### config.mk
export PLATFORM = sky130hd
export DESIGN_NAME = busmaster_regs
export DESIGN_NICKNAME = d
export VERILOG_FILES = /design/src/rtl/bmr_pkg.sv /design/src/rtl/bmr_decode.sv /design/src/rtl/bmr_channel.sv /design/src/rtl/busmaster_regs.sv
export SDC_FILE = /design/constraint.sdc
export NUM_CORES = 1
export LEC_CHECK = 0
export BUFFER_PORTS_ARGS = -buffer_cell sky130_fd_sc_hd__buf_2
export CAP_MARGIN = 20
export CORE_MARGIN = 2
export CORE_UTILIZATION = 44
export DETAILED_ROUTE_END_ITERATION = 10
export PLACE_DENSITY_LB_ADDON = 0.2
export SLEW_MARGIN = 20
export SYNTH_ARGS = -nofsm -noshare
export SYNTH_HDL_FRONTEND = slang
export SYNTH_SLANG_ARGS = --single-unit
### constraint.sdc
create_clock -name clk -period 1.9 [get_ports clk]
set_input_delay 0.38 -clock clk [delete_from_list [all_inputs] [get_ports clk]]
set_output_delay 0.38 -clock clk [all_outputs]
set_load 0.01 [all_outputs]
### src/rtl/bmr_pkg.sv
package bmr_pkg;
   // sub-offsets inside one channel window
   localparam logic [2:0] SUB_CMD = 3'd0;
   localparam logic [2:0] SUB_STS = 3'd2;
   localparam logic [2:0] SUB_PTR = 3'd4;

   // command bits
   localparam int CMD_GO  = 0;
   localparam int CMD_DIR = 3;

   // status bits
   localparam int STS_ACT  = 0;
   localparam int STS_ERR  = 1;
   localparam int STS_IRQ  = 2;
   localparam int STS_CAP0 = 5;
   localparam int STS_CAP1 = 6;

   localparam logic [7:0] STS_RESET = 8'h60;

   typedef enum logic [1:0] {
      SZ_BYTE = 2'd0,
      SZ_HALF = 2'd1,
      SZ_WORD = 2'd2
   } wsize_e;
endpackage

### src/rtl/bmr_decode.sv
module bmr_decode
   import bmr_pkg::*;
#(
   parameter int NCH  = 2,
   parameter int CH_W = $clog2(NCH),
   parameter int AW   = CH_W + 3
) (
   input  logic            bm_en,
   input  logic            wr_en,
   input  logic [AW-1:0]   wr_addr,
   input  logic [1:0]      wr_size,
   output logic [NCH-1:0]  cmd_we,
   output logic [NCH-1:0]  sts_we,
   output logic [NCH-1:0]  ptr_we
);
   logic            hit;
   logic [2:0]      sub;
   logic [CH_W-1:0] ch;
   logic            is_byte, is_word;

   assign hit     = bm_en & wr_en;
   assign sub     = wr_addr[2:0];
   assign ch      = wr_addr[AW-1:3];
   assign is_byte = (wr_size == SZ_BYTE);
   assign is_word = (wr_size == SZ_WORD);

   for (genvar c = 0; c < NCH; c++) begin : g_ch
      logic sel;
      assign sel       = hit && (ch == CH_W'(c));
      assign cmd_we[c] = sel && (sub == SUB_CMD) && is_byte;
      assign sts_we[c] = sel && (sub == SUB_STS) && is_byte;
      assign ptr_we[c] = sel && (sub == SUB_PTR) && is_word;
   end

   // at most one register is written per access
   always_comb begin
      assert_one_target_R9: assert ($onehot0({cmd_we, sts_we, ptr_we}))
         else $error("more than one register strobed");
      assert_gate_R10: assert (bm_en || ($countones({cmd_we, sts_we, ptr_we}) == 0))
         else $error("write strobe while bus master disabled");
   end
endmodule

### src/rtl/bmr_channel.sv
module bmr_channel
   import bmr_pkg::*;
#(
   parameter int PTR_W  = 32,
   parameter bit CAP_RW = 1'b1
) (
   input  logic             clk,
   input  logic             rst_n,
   input  logic             cmd_we,
   input  logic             sts_we,
   input  logic             ptr_we,
   input  logic [31:0]      wdata,
   input  logic             drv_sel,
   input  logic [1:0]       drv_present,
   input  logic             irq_set,
   input  logic             err_set,
   output logic [7:0]       cmd_rd,
   output logic [7:0]       sts_rd,
   output logic [PTR_W-1:0] ptr_rd,
   output logic             start_p,
   output logic             stop_p,
   output logic             drive_tag
);
   logic             go_q, dir_q, act_q, irq_q, err_q;
   logic [1:0]       cap_q;
   logic [PTR_W-1:0] ptr_q;

   logic present, go_rise, go_fall, start_ok, start_bad;
   logic irq_clr, err_clr;

   assign present   = drv_present[drv_sel];
   assign go_rise   = cmd_we && !go_q && wdata[CMD_GO];
   assign go_fall   = cmd_we &&  go_q && !wdata[CMD_GO];
   assign start_ok  = go_rise &&  present;
   assign start_bad = go_rise && !present;
   assign irq_clr   = sts_we && wdata[STS_IRQ];
   assign err_clr   = sts_we && wdata[STS_ERR];

   always_ff @(posedge clk or negedge rst_n) begin
      if (!rst_n) begin
         go_q      <= 1'b0;
         dir_q     <= 1'b0;
         act_q     <= 1'b0;
         irq_q     <= 1'b0;
         err_q     <= 1'b0;
         ptr_q     <= '0;
         start_p   <= 1'b0;
         stop_p    <= 1'b0;
         drive_tag <= 1'b0;
      end else begin
         if (cmd_we) begin
            go_q <= wdata[CMD_GO] && (go_q || present);
            if (!go_q) dir_q <= wdata[CMD_DIR];
         end
         if (start_ok)     act_q <= 1'b1;
         else if (go_fall) act_q <= 1'b0;
         irq_q <= irq_set | (irq_q & ~irq_clr);
         err_q <= err_set | start_bad | (err_q & ~err_clr);
         if (ptr_we) ptr_q <= {wdata[PTR_W-1:2], 2'b00};
         start_p <= start_ok;
         stop_p  <= go_fall;
         if (start_ok || go_fall) drive_tag <= drv_sel;
      end
   end

   if (CAP_RW) begin : g_cap_rw
      always_ff @(posedge clk or negedge rst_n) begin
         if (!rst_n)      cap_q <= STS_RESET[STS_CAP1:STS_CAP0];
         else if (sts_we) cap_q <= wdata[STS_CAP1:STS_CAP0];
      end
   end else begin : g_cap_fixed
      assign cap_q = STS_RESET[STS_CAP1:STS_CAP0];
   end

   assign cmd_rd = {4'b0000, dir_q, 2'b00, go_q};
   assign sts_rd = {1'b0, cap_q, 2'b00, irq_q, err_q, act_q};
   assign ptr_rd = ptr_q;

   assert_dir_lock_R3: assert property (@(posedge clk) disable iff (!rst_n)
      go_q |=> (dir_q == $past(dir_q)))
      else $error("direction changed while running");

   assert_start_active_R4: assert property (@(posedge clk) disable iff (!rst_n)
      start_p |-> (act_q && go_q && !stop_p))
      else $error("start pulse without active state");

   assert_start_single_R4: assert property (@(posedge clk) disable iff (!rst_n)
      start_p |=> !start_p)
      else $error("start pulse longer than one cycle");

   assert_stop_idle_R5: assert property (@(posedge clk) disable iff (!rst_n)
      stop_p |-> (!act_q && !go_q))
      else $error("stop pulse while still active");

   assert_irq_wins_R11: assert property (@(posedge clk) disable iff (!rst_n)
      irq_set |=> irq_q)
      else $error("engine interrupt set lost");

   assert_err_wins_R11: assert property (@(posedge clk) disable iff (!rst_n)
      err_set |=> err_q)
      else $error("engine error set lost");

   assert_no_drive_R12: assert property (@(posedge clk) disable iff (!rst_n)
      (cmd_we && !go_q && wdata[CMD_GO] && !drv_present[drv_sel]) |=> (!start_p && !go_q && err_q))
      else $error("start issued to absent drive");
endmodule

### src/rtl/busmaster_regs.sv
module busmaster_regs
   import bmr_pkg::*;
#(
   parameter int NCH    = 2,
   parameter int PTR_W  = 32,
   parameter bit CAP_RW = 1'b1,
   parameter int CH_W   = $clog2(NCH),
   parameter int AW     = CH_W + 3
) (
   input  logic             clk,
   input  logic             rst_n,
   input  logic             bm_en,
   input  logic             wr_en,
   input  logic [AW-1:0]    wr_addr,
   input  logic [1:0]       wr_size,
   input  logic [31:0]      wr_data,
   input  logic [AW-1:0]    rd_addr,
   output logic [31:0]      rd_data,
   input  logic [NCH-1:0]   drive_sel,
   input  logic [2*NCH-1:0] drive_present,
   input  logic [NCH-1:0]   irq_set,
   input  logic [NCH-1:0]   err_set,
   output logic [NCH-1:0]   dma_start,
   output logic [NCH-1:0]   dma_stop,
   output logic [NCH-1:0]   dma_drive
);
   if (NCH < 2 || NCH > 8) begin : g_bad_nch
      $error("NCH must lie in 2..8");
   end
   if (PTR_W < 3 || PTR_W > 32) begin : g_bad_ptr
      $error("PTR_W must lie in 3..32");
   end

   logic [NCH-1:0] cmd_we, sts_we, ptr_we;
   logic [7:0]       cmd_v [NCH];
   logic [7:0]       sts_v [NCH];
   logic [PTR_W-1:0] ptr_v [NCH];

   bmr_decode #(.NCH(NCH), .CH_W(CH_W), .AW(AW)) i_decode (
      .bm_en   (bm_en),
      .wr_en   (wr_en),
      .wr_addr (wr_addr),
      .wr_size (wr_size),
      .cmd_we  (cmd_we),
      .sts_we  (sts_we),
      .ptr_we  (ptr_we)
   );

   for (genvar c = 0; c < NCH; c++) begin : g_chan
      bmr_channel #(.PTR_W(PTR_W), .CAP_RW(CAP_RW)) i_chan (
         .clk         (clk),
         .rst_n       (rst_n),
         .cmd_we      (cmd_we[c]),
         .sts_we      (sts_we[c]),
         .ptr_we      (ptr_we[c]),
         .wdata       (wr_data),
         .drv_sel     (drive_sel[c]),
         .drv_present (drive_present[2*c+1 : 2*c]),
         .irq_set     (irq_set[c]),
         .err_set     (err_set[c]),
         .cmd_rd      (cmd_v[c]),
         .sts_rd      (sts_v[c]),
         .ptr_rd      (ptr_v[c]),
         .start_p     (dma_start[c]),
         .stop_p      (dma_stop[c]),
         .drive_tag   (dma_drive[c])
      );
   end

   logic [CH_W-1:0] rd_ch;
   logic [2:0]      rd_sub;
   assign rd_ch  = rd_addr[AW-1:3];
   assign rd_sub = rd_addr[2:0];

   always_comb begin
      rd_data = '0;
      for (int c = 0; c < NCH; c++) begin
         if (rd_ch == CH_W'(c)) begin
            case (rd_sub)
               SUB_CMD: rd_data = {24'h0, cmd_v[c]};
               SUB_STS: rd_data = {24'h0, sts_v[c]};
               SUB_PTR: rd_data = 32'(ptr_v[c]);
               default: rd_data = '0;
            endcase
         end
      end
   end

   assert_pulse_excl_R13: assert property (@(posedge clk) disable iff (!rst_n)
      (dma_start & dma_stop) == '0)
      else $error("start and stop on one channel together");
endmodule

# ---- Word level (Yosys, flattened, before mapping)
# Cells that the tools add are included.
dict set report word_totals {
  inputBits 56
  wordCells 104
  output_inout_bits 38
  reg_bits 80
}
dict set report op_classes {
  n_eq_ne 5
  magnitude_cmp 2
  muxes 11
  n_bitwise 18
  n_reduce_logical 48
}
# op n
set op_table {}
lappend op_table {{$pmux 32 s3} 2}
lappend op_table {{$logic_and 1x1->1} 32}
lappend op_table {{$mux 32} 1}
lappend op_table {{$mux 1} 8}
lappend op_table {{$not 1->1} 7}
lappend op_table {{$eq 3x2->1 const B} 2}
lappend op_table {{$eq 3x3->1 const B} 2}
lappend op_table {{$logic_not 3->1} 2}
lappend op_table {{$or 1x1->1} 6}
lappend op_table {{$and 1x1->1} 5}
lappend op_table {{$logic_not 1->1} 5}
lappend op_table {{$logic_or 1x1->1} 4}
lappend op_table {{$lt 1x2->1 const B} 2}
lappend op_table {{$reduce_and 2->1} 2}
lappend op_table {{$reduce_bool 2->1} 2}
lappend op_table {{$eq 2x2->1 const B} 1}
lappend op_table {{$logic_not 2->1} 1}

# ---- Longest topological paths before layout
dict set report depth {
  depth_word 9
  ltp_mapped 5
  mapped_depth_nobuf 4
}

# ---- Cells and area by module
# From an unflattened synthesis, not the netlist that was laid out.
dict set report hier_totals {
  hier_cells 360
  area_unflattened_um2 4302.9
}
# mod seq_area_each_um2 n_inst area_each_um2 cells_per_inst
set by_module_without_submodules {}
lappend by_module_without_submodules {bmr_channel 1003.5 2 1670.4 114}
lappend by_module_without_submodules {busmaster_regs 0.0 1 890.9 121}
lappend by_module_without_submodules {bmr_decode 0.0 1 71.3 11}

# ---- Worst setup path before layout
# Ideal clock, no wire load.
dict set report synth_timing {
  path_kind {input port to output port}
  start {input rd_addr[3]}
  end {output rd_data[2]}
  n_path_buf 2
  t_arrival_ns 1.483
  stages 4
  slack_ns 0.037
  required_ns 1.520
  cell_sequence {clkbuf_1 -> buf_1 -> a221oi_1 -> a211oi_1}
}
dict set report synth_between {
  elab_chain_len 1
}
# element line
set synth_rtl {}
lappend synth_rtl {{start: declaration} busmaster_regs.sv:17} ;# input logic [AW-1:0] rd_addr,
lappend synth_rtl {{$mux 32} busmaster_regs.sv:78} ;# if (rd_ch == CH_W'(c)) begin
lappend synth_rtl {{end: declaration} busmaster_regs.sv:18} ;# output logic [31:0] rd_data,
# Every way passes these cells.

# ---- Worst setup path after layout
dict set report layout_timing {
  start {register g_chan[1].i_chan.act_q}
  end {output rd_data[0]}
}
dict set report layout_between {
  elab_chain_len 2
}
# element line
set layout_rtl {}
lappend layout_rtl {{start: declaration} bmr_channel.sv:24} ;# logic go_q, dir_q, act_q, irq_q, err_q;
lappend layout_rtl {{start signal: assignment} bmr_channel.sv:43} ;# act_q <= 1'b0;
lappend layout_rtl {{start signal: assignment} bmr_channel.sv:55} ;# if (start_ok) act_q <= 1'b1;
lappend layout_rtl {{start signal: assignment} bmr_channel.sv:56} ;# else if (go_fall) act_q <= 1'b0;
lappend layout_rtl {{$pmux 32 s3} busmaster_regs.sv:79} ;# case (rd_sub)
lappend layout_rtl {{$mux 32} busmaster_regs.sv:78}
# Every way passes these cells.

==> summary.txt <==
Logic synthesis
  • Netlist Area Pre-Place: 0.003990 mm^2
  • Syn Area/Cell: 13.00 um^2
  • Async S/R FF share, synth: 1.000
  • Seq/Total Area, Yosys: 0.5030
  • Net Count, Synth: 363
  • Post-Synthesis Cells: 307
  • Number of flops mapped to enable cells by yosys: 0
  • Number of synthesized register bits: 80
  • Ys Warns: 0
  • Predominant post-synthesis flop cell: dfrtp_1
  • Distinct cells, synth: 46

Critical path
  • Crit path DAT: 1520 ps
  • RR Startpoint: g_chan[0].i_chan.go_q$_DFFE_PN0N_
  • Worst setup SP type: flop
  • Crit. Startpoint: g_chan[1].i_chan.act_q$_DFFE_PN0P_
  • CP Class: reg -> out
  • Worst setup EP type: output pin
  • Cells on worst reg2reg path: 3
  • Worst R2R End: g_chan[0].i_chan.dir_q$_DFFE_PN0P_
  • Crit path required time: 1520 ps
  • Reg2Reg Setup Slack: 620 ps
  • Crit-path max FO: 2

Finish
  • Non-Filler Instances: 530
  • Most frequent cells in the layout: 91 x buf_2, 76 x dfrtp_1, 37 x mux2_2
  • Layout cells sized above 1: 0.5202
  • Commonest non-fill, non-tap cell in the layout: buf_2
  • Layout area overhead: 24.30%
  • Fill cell count: 761
  • Nets@finish: 472

Floorplan
  • Area of the core: 0.008763 mm^2
  • Chip Height: 99.23 um
  • I/O Pins: 94
  • Cell Rows: 34
  • Width of the die: 99.23 um
  • Initial core utilization: 0.4553
  • Die ar.: 0.009846 mm^2

Timing
  • RSZ-0062 raised after global routing: true
  • Min Hold Slack: 213.9 ps
  • Worst slew pin tran: 480.4 ps
  • Crit share post-route: 1.000
  • Period minus WS final: 1901 ps
  • Max Clock Freq: 526.2 MHz
  • Final WS setup: -0.5033 ps
  • Max transition margin: 0.6798
  • Final Skew: 5.594 ps
  • Slew Viols, Final: 0
  • Fin. Hold Viols: 0
  • # setup viols final: 1

Clock tree
  • Skew-Pair Late Insertion Delay: 340 ps
  • CTS tree: done
  • Clk sinks: 80
  • H-tree depth: 3
  • Maximum root-to-sink buffer count: 2
  • Root Buffer: clkbuf_8
  • Clock-pin slew on the worst setup and hold paths: 90 ps
  • CTS Buf Count: 9

Pwr
  • PwrDens: 742.4 mW/mm^2
  • Lkg Pwr: 2.558 nW
  • Peak VDD IR: 404.7 uV
  • Final Power: 3.682 mW

Route
  • Initial DRC count: 75
  • Routed WL: 8787 um
  • Wire per inst: 16.58 um
  • # DRC: 0
  • Drt pass-1 iters: 4
  • DR vias/cell: 5.302
  • Via Count: 2810
  • Antenna-violating nets left: 0

Hold path
  • Worst Hold Launch: irq_set[0]
  • WHS Endpoint: g_chan[0].i_chan.irq_q$_DFF_PN0_
  • HP Class: in -> reg
  • WHS Path Cells: 2

Place
  • Gp weighted congestion: 0.8258
  • Final HPWL DP: 6285 um
  • Port-buffer cells: 93
  • Placed cells: 510

Global route
  • First-pass GRT wire length: 14450 um
  • Gr usage total: 0.1861
  • Largest net degree at the start of global routing: 34
  • Initial antenna violation count: 2
  • Vias in the first global route: 2928
  • Grt total ovfl: 0

Status
  • Failing checks: negative setup slack
  • Outcome: finished with violations

Job
  • Max Cap Viol: 0
worst max path at each step:
stage | end | slack (ps) | cells after the start
6_report | rd_data[0] | -0.5 | 3
5_1_grt | rd_data[0] | -60 | 3
4_1_cts | rd_data[0] | -30 | 3
3_5_place_dp | g_chan[0].i_chan.cap_q[1]$_DFFE_PN1N_ | -20 | 5
3_3_place_gp | g_chan[1].i_chan.ptr_rd[11]$_DFFE_PN0P_ | 10 | 5
2_1_floorplan | rd_data[2] | 40 | 4
power breakdown:
part	switching (mW)	total (mW)	leakage, nW	internal (mW)
combinational	0.210	0.475	1.41	0.265
sequential	0.0634	1.89	1.05	1.82
clock	0.683	1.32	0.103	0.635
total	0.957	3.68	2.56	2.73
cell type report:
type                            instances  area, um^2  share of cell area
Timing Repair Buffer                  121       749.5              0.1511
Inverter                                3       11.26            0.002270
Clock buffer                            9       123.9             0.02497
Antenna cell                            1       2.502           0.0005045
Clock inverter                          7       83.83             0.01690
Tap cell                              108       135.1             0.02725
Sequential cell                        80        2007              0.4046
Multi-Input combinational cell        201        1847              0.3724
layer usage:
metal / up-vias / track usage / wire, um
met3: 7 / 0.05692 / 543
li1: 1331 / - / -
met1: 1404 / 0.2532 / 3996
met4: 2 / 0.05163 / 68
met2: 66 / 0.2911 / 4164
met5: - / 0 / 13
synth_stat cells (4+ instances only):
cell | number | area share
nand3_1 | 4 | 0.0050
dfrtp_1 | 76 | 0.48
mux2_4 | 30 | 0.11
nor3_1 | 5 | 0.0063
clkbuf_1 | 7 | 0.0066
nor4_1 | 4 | 0.0063
mux2_2 | 37 | 0.10
mux2i_1 | 28 | 0.070
a21o_1 | 5 | 0.0094
a221oi_1 | 4 | 0.0088
dfstp_2 | 4 | 0.026
buf_2 | 4 | 0.0050
a211oi_1 | 4 | 0.0075
nor2_1 | 31 | 0.029
buf_4 | 6 | 0.011
nand2_1 | 8 | 0.0075
critical path: stages (launching register included):
cell and delay (ps):
dfrtp_1 410, mux4_2 470, nor3b_1 160, buf_2 140
registers in the layout (all words and copies together) (netlist names):
signal / cells
g_chan.i_chan.start_p: 2
g_chan.i_chan.irq_q: 2
g_chan.i_chan.go_q: 2
g_chan.i_chan.drive_tag: 2
g_chan.i_chan.err_q: 2
g_chan.i_chan.act_q: 2
g_chan.i_chan.cap_q: 4
g_chan.i_chan.stop_p: 2
g_chan.i_chan.ptr_rd: 60
g_chan.i_chan.dir_q: 2
cells by family after synthesis:
logic type / count (synthesis) / share of synthesized area
AO/OA/AOI/OAI: 29 / 0.05268
flip-flops: 80 / 0.5030
multiplexers: 98 / 0.3017
AND/OR/NAND/NOR: 74 / 0.1057
buffers and inverters: 26 / 0.03700
stage by stage:
step / instance area, um^2 / util / setup TNS [ps] / setup WS, ps
after floorplan: 3990 / - / 0 / 36.69
after global placement: 4713 / 0.5378 / 0 / 10.55
after detailed placement: 4713 / 0.5378 / -54.48 / -16.05
after CTS: 4947 / 0.5645 / -25.61 / -25.61
after global routing: 4960 / 0.5660 / -97.77 / -64.46
final: 4960 / 0.5660 / -0.5033 / -0.5033
repair_timing:
| action | CTS | global route |
|---|---|---|
| hold buffers | 1 | 0 |
| gates resized for setup | 2 | 1 |
| cloned | 0 | 0 |
| hold endpoints to repair | 29 | 0 |
| buffers inserted | 1 | 1 |
| endpoints found under the setup margin | 2 | 5 |
Note: power is estimated with default switching activity, not from simulation.
